<file path="src/rtl/relay_pulse_pkg.sv">
package relay_pulse_pkg;

    typedef enum logic [1:0] {
        PH_IDLE  = 2'd0,
        PH_PULSE = 2'd1,
        PH_GAP   = 2'd2
    } phase_e;

    typedef enum logic [1:0] {
        COIL_NONE = 2'd0,
        COIL_ON   = 2'd1,
        COIL_OFF  = 2'd2
    } coil_e;

endpackage

</file>
<file path="src/rtl/rp_decide.sv">
module rp_decide
    import relay_pulse_pkg::*;
(
    input  logic  idle,
    input  logic  init_valid,
    input  logic  init_state,
    input  logic  init_resync,
    input  logic  req_valid,
    input  logic  req_state,
    input  logic  held_state,
    input  logic  held_valid,
    output logic  accept,
    output logic  need_pulse,
    output logic  target,
    output coil_e coil
);

    always_comb begin
        accept = idle && (init_valid || req_valid);
        if (init_valid) begin
            // the initialisation command wins over a request in the same cycle
            target     = init_state;
            need_pulse = init_resync;
        end else begin
            target     = req_state;
            // an untrusted copy never allows a pulse to be skipped
            need_pulse = !held_valid || (req_state != held_state);
        end
        if (!need_pulse)  coil = COIL_NONE;
        else if (target)  coil = COIL_ON;
        else              coil = COIL_OFF;
    end

endmodule

</file>
<file path="src/rtl/rp_coil_drive.sv">
module rp_coil_drive
    import relay_pulse_pkg::*;
(
    input  coil_e coil,
    output logic  on_en,
    output logic  off_en
);

    always_comb begin
        on_en  = 1'b0;
        off_en = 1'b0;
        case (coil)
            COIL_ON:  on_en  = 1'b1;
            COIL_OFF: off_en = 1'b1;
            default: ;
        endcase
    end

endmodule

</file>
<file path="src/rtl/latch_relay_pulser.sv">
module latch_relay_pulser
    import relay_pulse_pkg::*;
#(
    parameter int unsigned CLK_HZ   = 50_000_000,
    parameter int unsigned PULSE_MS = 50,
    parameter int unsigned GAP_CYC  = 16
) (
    input  logic clk,
    input  logic rst_n,
    input  logic req_valid,
    input  logic req_state,
    input  logic init_valid,
    input  logic init_state,
    input  logic init_resync,
    output logic set_coil_o,
    output logic reset_coil_o,
    output logic busy_o,
    output logic done_o,
    output logic state_o,
    output logic state_valid_o
);

    localparam int unsigned PULSE_CYC = CLK_HZ / 1000 * PULSE_MS;
    localparam int unsigned MAX_CYC   = (PULSE_CYC > GAP_CYC) ? PULSE_CYC : GAP_CYC;
    localparam int unsigned CNT_W     = $clog2(MAX_CYC + 1);

    typedef struct packed {
        phase_e            phase;
        coil_e             coil;
        logic [CNT_W-1:0]  cnt;
        logic              tgt;
        logic              st;
        logic              vld;
        logic              done;
    } ctl_t;

    ctl_t  ctl_d, ctl_q;
    logic  dec_accept, dec_pulse, dec_target;
    coil_e dec_coil;

    rp_decide u_decide (
        .idle        (ctl_q.phase == PH_IDLE),
        .init_valid  (init_valid),
        .init_state  (init_state),
        .init_resync (init_resync),
        .req_valid   (req_valid),
        .req_state   (req_state),
        .held_state  (ctl_q.st),
        .held_valid  (ctl_q.vld),
        .accept      (dec_accept),
        .need_pulse  (dec_pulse),
        .target      (dec_target),
        .coil        (dec_coil)
    );

    always_comb begin
        ctl_d      = ctl_q;
        ctl_d.done = 1'b0;
        case (ctl_q.phase)
            PH_IDLE: begin
                ctl_d.coil = COIL_NONE;
                if (dec_accept) begin
                    if (dec_pulse) begin
                        ctl_d.phase = PH_PULSE;
                        ctl_d.coil  = dec_coil;
                        ctl_d.cnt   = CNT_W'(PULSE_CYC - 1);
                        ctl_d.tgt   = dec_target;
                    end else begin
                        ctl_d.done = 1'b1;
                        ctl_d.st   = dec_target;
                        ctl_d.vld  = 1'b1;
                    end
                end
            end
            PH_PULSE: begin
                if (ctl_q.cnt == '0) begin
                    ctl_d.phase = PH_GAP;
                    ctl_d.coil  = COIL_NONE;
                    ctl_d.cnt   = CNT_W'(GAP_CYC - 1);
                    ctl_d.done  = 1'b1;
                    ctl_d.st    = ctl_q.tgt;
                    ctl_d.vld   = 1'b1;
                end else begin
                    ctl_d.cnt = ctl_q.cnt - 1'b1;
                end
            end
            PH_GAP: begin
                ctl_d.coil = COIL_NONE;
                if (ctl_q.cnt == '0) ctl_d.phase = PH_IDLE;
                else                 ctl_d.cnt   = ctl_q.cnt - 1'b1;
            end
            default: begin
                ctl_d.phase = PH_IDLE;
                ctl_d.coil  = COIL_NONE;
            end
        endcase
    end

    always_ff @(posedge clk) begin
        if (!rst_n) ctl_q <= '0;
        else        ctl_q <= ctl_d;
    end

    rp_coil_drive u_drive (
        .coil   (ctl_q.coil),
        .on_en  (set_coil_o),
        .off_en (reset_coil_o)
    );

    assign busy_o        = (ctl_q.phase != PH_IDLE);
    assign done_o        = ctl_q.done;
    assign state_o       = ctl_q.st;
    assign state_valid_o = ctl_q.vld;

    // ---------------- assertions ----------------
    logic [CNT_W:0] hi_run;
    logic [CNT_W:0] lo_run;

    always_ff @(posedge clk) begin
        if (!rst_n) begin
            hi_run <= '0;
            lo_run <= (CNT_W+1)'(GAP_CYC);
        end else if (set_coil_o || reset_coil_o) begin
            hi_run <= hi_run + 1'b1;
            lo_run <= '0;
        end else begin
            hi_run <= '0;
            if (lo_run < (CNT_W+1)'(GAP_CYC)) lo_run <= lo_run + 1'b1;
        end
    end

    a_r3_coils_exclusive: assert property (@(posedge clk) disable iff (!rst_n)
        !(set_coil_o && reset_coil_o));

    a_r2_pulse_not_long: assert property (@(posedge clk) disable iff (!rst_n)
        (set_coil_o || reset_coil_o) |-> (hi_run < (CNT_W+1)'(PULSE_CYC)));

    a_r2_pulse_full_width: assert property (@(posedge clk) disable iff (!rst_n)
        $fell(set_coil_o || reset_coil_o) |-> (hi_run == (CNT_W+1)'(PULSE_CYC)));

    a_r10_quiet_gap: assert property (@(posedge clk) disable iff (!rst_n)
        $rose(set_coil_o || reset_coil_o) |-> (lo_run >= (CNT_W+1)'(GAP_CYC)));

    a_r11_done_on_release: assert property (@(posedge clk) disable iff (!rst_n)
        $fell(set_coil_o || reset_coil_o) |-> (done_o && state_valid_o));

    a_r5_skip_same: assert property (@(posedge clk) disable iff (!rst_n)
        (!busy_o && req_valid && !init_valid && state_valid_o && (req_state == state_o))
        |=> (done_o && !set_coil_o && !reset_coil_o));

    a_r6_invalid_pulses: assert property (@(posedge clk) disable iff (!rst_n)
        (!busy_o && req_valid && !init_valid && !state_valid_o)
        |=> (set_coil_o || reset_coil_o));

    a_r7_init_no_resync: assert property (@(posedge clk) disable iff (!rst_n)
        (!busy_o && init_valid && !init_resync)
        |=> (done_o && state_valid_o && (state_o == $past(init_state))));

    a_r9_busy_ignores: assert property (@(posedge clk) disable iff (!rst_n)
        (busy_o && !done_o) |=> (state_o == $past(state_o)) || done_o);

endmodule

</file>
<file path="config.mk">
export PLATFORM = sky130hd
export DESIGN_NAME = latch_relay_pulser
export DESIGN_NICKNAME = d
export VERILOG_FILES = /design/src/rtl/relay_pulse_pkg.sv /design/src/rtl/rp_decide.sv /design/src/rtl/rp_coil_drive.sv /design/src/rtl/latch_relay_pulser.sv
export SDC_FILE = /design/constraint.sdc
export NUM_CORES = 1
export LEC_CHECK = 0
export BUFFER_PORTS_ARGS = -buffer_cell sky130_fd_sc_hd__buf_2
export CORE_ASPECT_RATIO = 1.25
export CORE_MARGIN = 2
export CORE_UTILIZATION = 46
export DETAILED_ROUTE_END_ITERATION = 7
export GPL_ROUTABILITY_DRIVEN = 0
export PLACE_DENSITY = 0.66
export SLEW_MARGIN = 40
export SYNTH_ARGS = -nofsm -noshare
export SYNTH_HDL_FRONTEND = slang
export SYNTH_SLANG_ARGS = --single-unit
</file>
<file path="constraint.sdc">
create_clock -name clk -period 3.8 [get_ports clk]
set_input_delay 0.19 -clock clk [delete_from_list [all_inputs] [get_ports clk]]
set_output_delay 0.19 -clock clk [all_outputs]
set_load 0.02 [all_outputs]
</file>
==> flow_summary_export.csv <==
group,metric,value,unit
hold_path,whs_endpoint,"state_valid_o",
clock_network,clk_path_buf_depth,2,
placed_design,dpl_cell_area,2010,sq um
drt,wl,4840,microns
drt,wire_per_inst,16.1,microns
floorplan,rows,26,
power_and_ir_drop,switching_power,726,uW
drt,m1WireLength,2060,microns
grt,grt_pass1_vias,1647,
synthesis,yosysSeqAreaShare,31.3,%
sta,setup_viol,0,
clock_network,insertion_delay,0.28,ns
clock_network,cts_buffers,5,
sta,clock-skew-final,0.00378,ns
sta,hold_violations,0,
synthesis,synth_cells,233,
critical_path,reg2reg_depth,6,
sta,finalWorstPathRequiredPeriod,2.71,ns
critical_path,cp.arrival,2.89,ns
floorplan,dieArea,4710,sq um
grt,overflow,0,
sta,maxSlewHeadroom,51.9,%
power_and_ir_drop,leakage,0.814,nW
grt,grt_use_total,22.1,%
power_and_ir_drop,pwr-share-comb,52.7,%
finish,antennaDiodeCount,0,
drt,drc,0,
sta,final.setup.tns,0,ns
critical_path,r2r_slack,1.09,ns
hold_path,hp-class,"in -> reg",
synthesis,ys_warn_count,0,
drt,routed-wl-met2,2500,microns
clock_network,cts-root-buf,"clkbuf_8",
status,status,"complete, no violations",
finish,final_common_cell,"dfxtp_1",
sta,finalMaxSlewViolations,0,
floorplan,core-area,4030,sq um
critical_path,crit_required,3.98,ns
sta,fmax,370,MHz
finish,nNetsFinal,255,
clock_network,postCtsSetupBuffers,0,
critical_path,rr_endpoint,"ctl_q[4]",
synthesis,syn_nets,245,
synthesis,syn_area,1920,sq um
synthesis,postSynthAreaPerCell,8.24,sq um
drt,ant_nets,0,
power_and_ir_drop,netSwitchingFraction,46.3,%
floorplan,io_pins,13,
critical_path,crit_chain,"nor4_1, nand3_1, o21ai_1, buf_4, nor2_1, a221oi_1",
clock_network,cts_resized,0,
critical_path,end_kind,"flop",
synthesis,async_flop_share,0,%
clock_network,htree_levels,2,
floorplan,die_h,76.2,microns
finish,drive_above_1_share,12.3,%
hold_path,hold_path_depth,2,
clock_network,tritoncts,"yes",
finish,layout_common_cells,"dfxtp_1, nor2_1, o21ai_0",
placed_design,portBuffers,12,
run,max_cap_viol_count,0,
grt,antenna_found_initial,0,
synthesis,synth-main-ff-cell,"dfxtp_1",
sta,finalCritPeriodShare,71.2,%
drt,drtPass1Iterations,4,
hold_path,min_from,"rst_n",
finish,area_growth,10.6,%
finish,fin_area,2120,sq um
power_and_ir_drop,p_clk_share,19.2,%
critical_path,critPathKind,"reg -> reg",
power_and_ir_drop,ir_drop,0.371,mV
drt,dr.first_iter.drc_count,96,
critical_path,start_kind,"flop",
sta,rsz0062_at_grt,"no",
floorplan,start_util,47.6,%
critical_path,cpMaxStageDelayCell,"o21ai_1",
grt,grt_pass1_wl,7790,microns
sta,worstMarginPinSlew,0.716,ns
placed_design,hpwl,3580,microns
clock_network,cts_hold_buf,0,
power_and_ir_drop,power.density,739,nW/um^2
critical_path,crit_fanout,14,
drt,top_layer_used,"met4",
drt,via_per_inst,6.01,
clock_network,clk_pin_slew_worst_paths,0.06,ns
drt,met3_length,183,microns
synthesis,synth_edf_count,0,
critical_path,max_stage_delay,0.73,ns
grt,grt_max_degree,15,
synthesis,ys_ff_latch,30,
synthesis,ys_types,55,
power_and_ir_drop,p_seq_share,28.1,%
floorplan,dieWidth,61.8,microns
power_and_ir_drop,internal_power,843,uW
critical_path,r2r_start,"ctl_q[15]",
drt,num_vias,1803,
clock_network,cts_sinks,30,
==> worst max path at each step <==
stage | from | endpoint | slack, ns | cells past startpoint
6_report | ctl_q[15] | ctl_q[4] | 1.09 | 6
5_1_grt | ctl_q[4] | ctl_q[4] | 0.80 | 8
4_1_cts | ctl_q[4] | ctl_q[4] | 1.12 | 8
3_5_place_dp | ctl_q[4] | ctl_q[4] | 1.15 | 8
3_3_place_gp | ctl_q[22] | ctl_q[17] | 1.17 | 6
2_1_floorplan | ctl_q[4] | ctl_q[10] | 1.61 | 8
==> synth_stat cells (2+ instances only) <==
master / number / area, sq um
a21o_1: 2 / 15.0
a21oi_1: 19 / 95.1
a221oi_1: 2 / 17.5
a22oi_1: 3 / 22.5
a32o_1: 5 / 50.1
buf_2: 3 / 15.0
clkbuf_1: 6 / 22.5
dfxtp_1: 30 / 601
ha_1: 5 / 62.6
inv_1: 9 / 33.8
mux2i_1: 2 / 20.0
nand2_1: 8 / 30.0
nand2b_1: 4 / 25.0
nand3_1: 4 / 20.0
nand4_1: 2 / 12.5
nor2_1: 22 / 82.6
nor2b_1: 4 / 25.0
nor3_1: 9 / 45.0
nor3b_1: 2 / 15.0
nor4_1: 5 / 31.3
o2111ai_1: 5 / 43.8
o21a_1: 4 / 30.0
o21ai_0: 20 / 100
o21ai_1: 8 / 40.0
o21ba_1: 2 / 20.0
o22ai_1: 2 / 12.5
o31ai_1: 4 / 30.0
or3_1: 5 / 31.3
or4_1: 6 / 45.0
or4b_1: 2 / 20.0
xor2_1: 5 / 43.8
==> kinds of logic (layout without fill, tap and decap cells) <==
logic type                 Yosys count  count (layout)  share of synthesized area, %
AOI/OAI and AO/OA                   90              90                          33.9
and+or+nand+nor                     81              81                          23.7
DFF                                 30              30                          31.3
buffers and inverters               19              30                          4.10
xor gates and xnor gates             6               6                          2.74
adders and majority gates            5               5                          3.26
muxes                                2               2                          1.04
==> critical path: cells and delay by family (launching register included) <==
kind / cells / cell delay (ns)
AO/OA/AOI/OAI: 2 / 1.01
AND/OR/NAND/NOR: 3 / 0.92
buffers and inverters: 1 / 0.31
flip-flops: 1 / 0.37
==> final cells by class <==
cell class	count	area [sq um]
Clock buffer	8	110
Timing Repair Buffer	13	67.6
Multi-Input combinational cell	184	1240
Tap cell	56	70.1
Sequential cell	30	601
Inverter	9	33.8
Fill cell	421	1910
==> power by group through the flow <==
stage | Combinational [mW] | Clock (mW) | Sequential (mW)
3_5_place_dp | 0.816 | 0 | 0.447
4_1_cts | 0.820 | 0.311 | 0.440
3_3_place_gp | 0.813 | 0 | 0.445
6_report | 0.826 | 0.301 | 0.441
2_1_floorplan | 0.645 | 0 | 0.439
5_1_grt | 0.913 | 0.331 | 0.451
==> per-layer routing <==
layer / vias up / GRT usage (%)
met4: 0 / 8.72
li1: 913 / -
met5: - / 0
met2: 39 / 36.4
met1: 843 / 27.0
met3: 8 / 4.92
==> stage by stage <==
step / hold WS (ns) / utilization, % / power (mW) / instances / setup slack (ns)
floorplan: 0.352 / - / 1.08 / 233 / 1.61
global placement: 0.456 / 49.9 / 1.26 / 292 / 1.17
detailed placement: 0.462 / 49.9 / 1.26 / 292 / 1.15
CTS: 0.278 / 52.6 / 1.57 / 300 / 1.12
global route: 0.291 / 52.6 / 1.70 / 300 / 0.801
finish: 0.289 / 52.6 / 1.57 / 300 / 1.09
==> state kept, by name, indices dropped and copies added, names as in the netlist <==
name           count
ctl_q             27
state_o            1
done_o             1
state_valid_o      1
(Power assumes the default switching activity.)
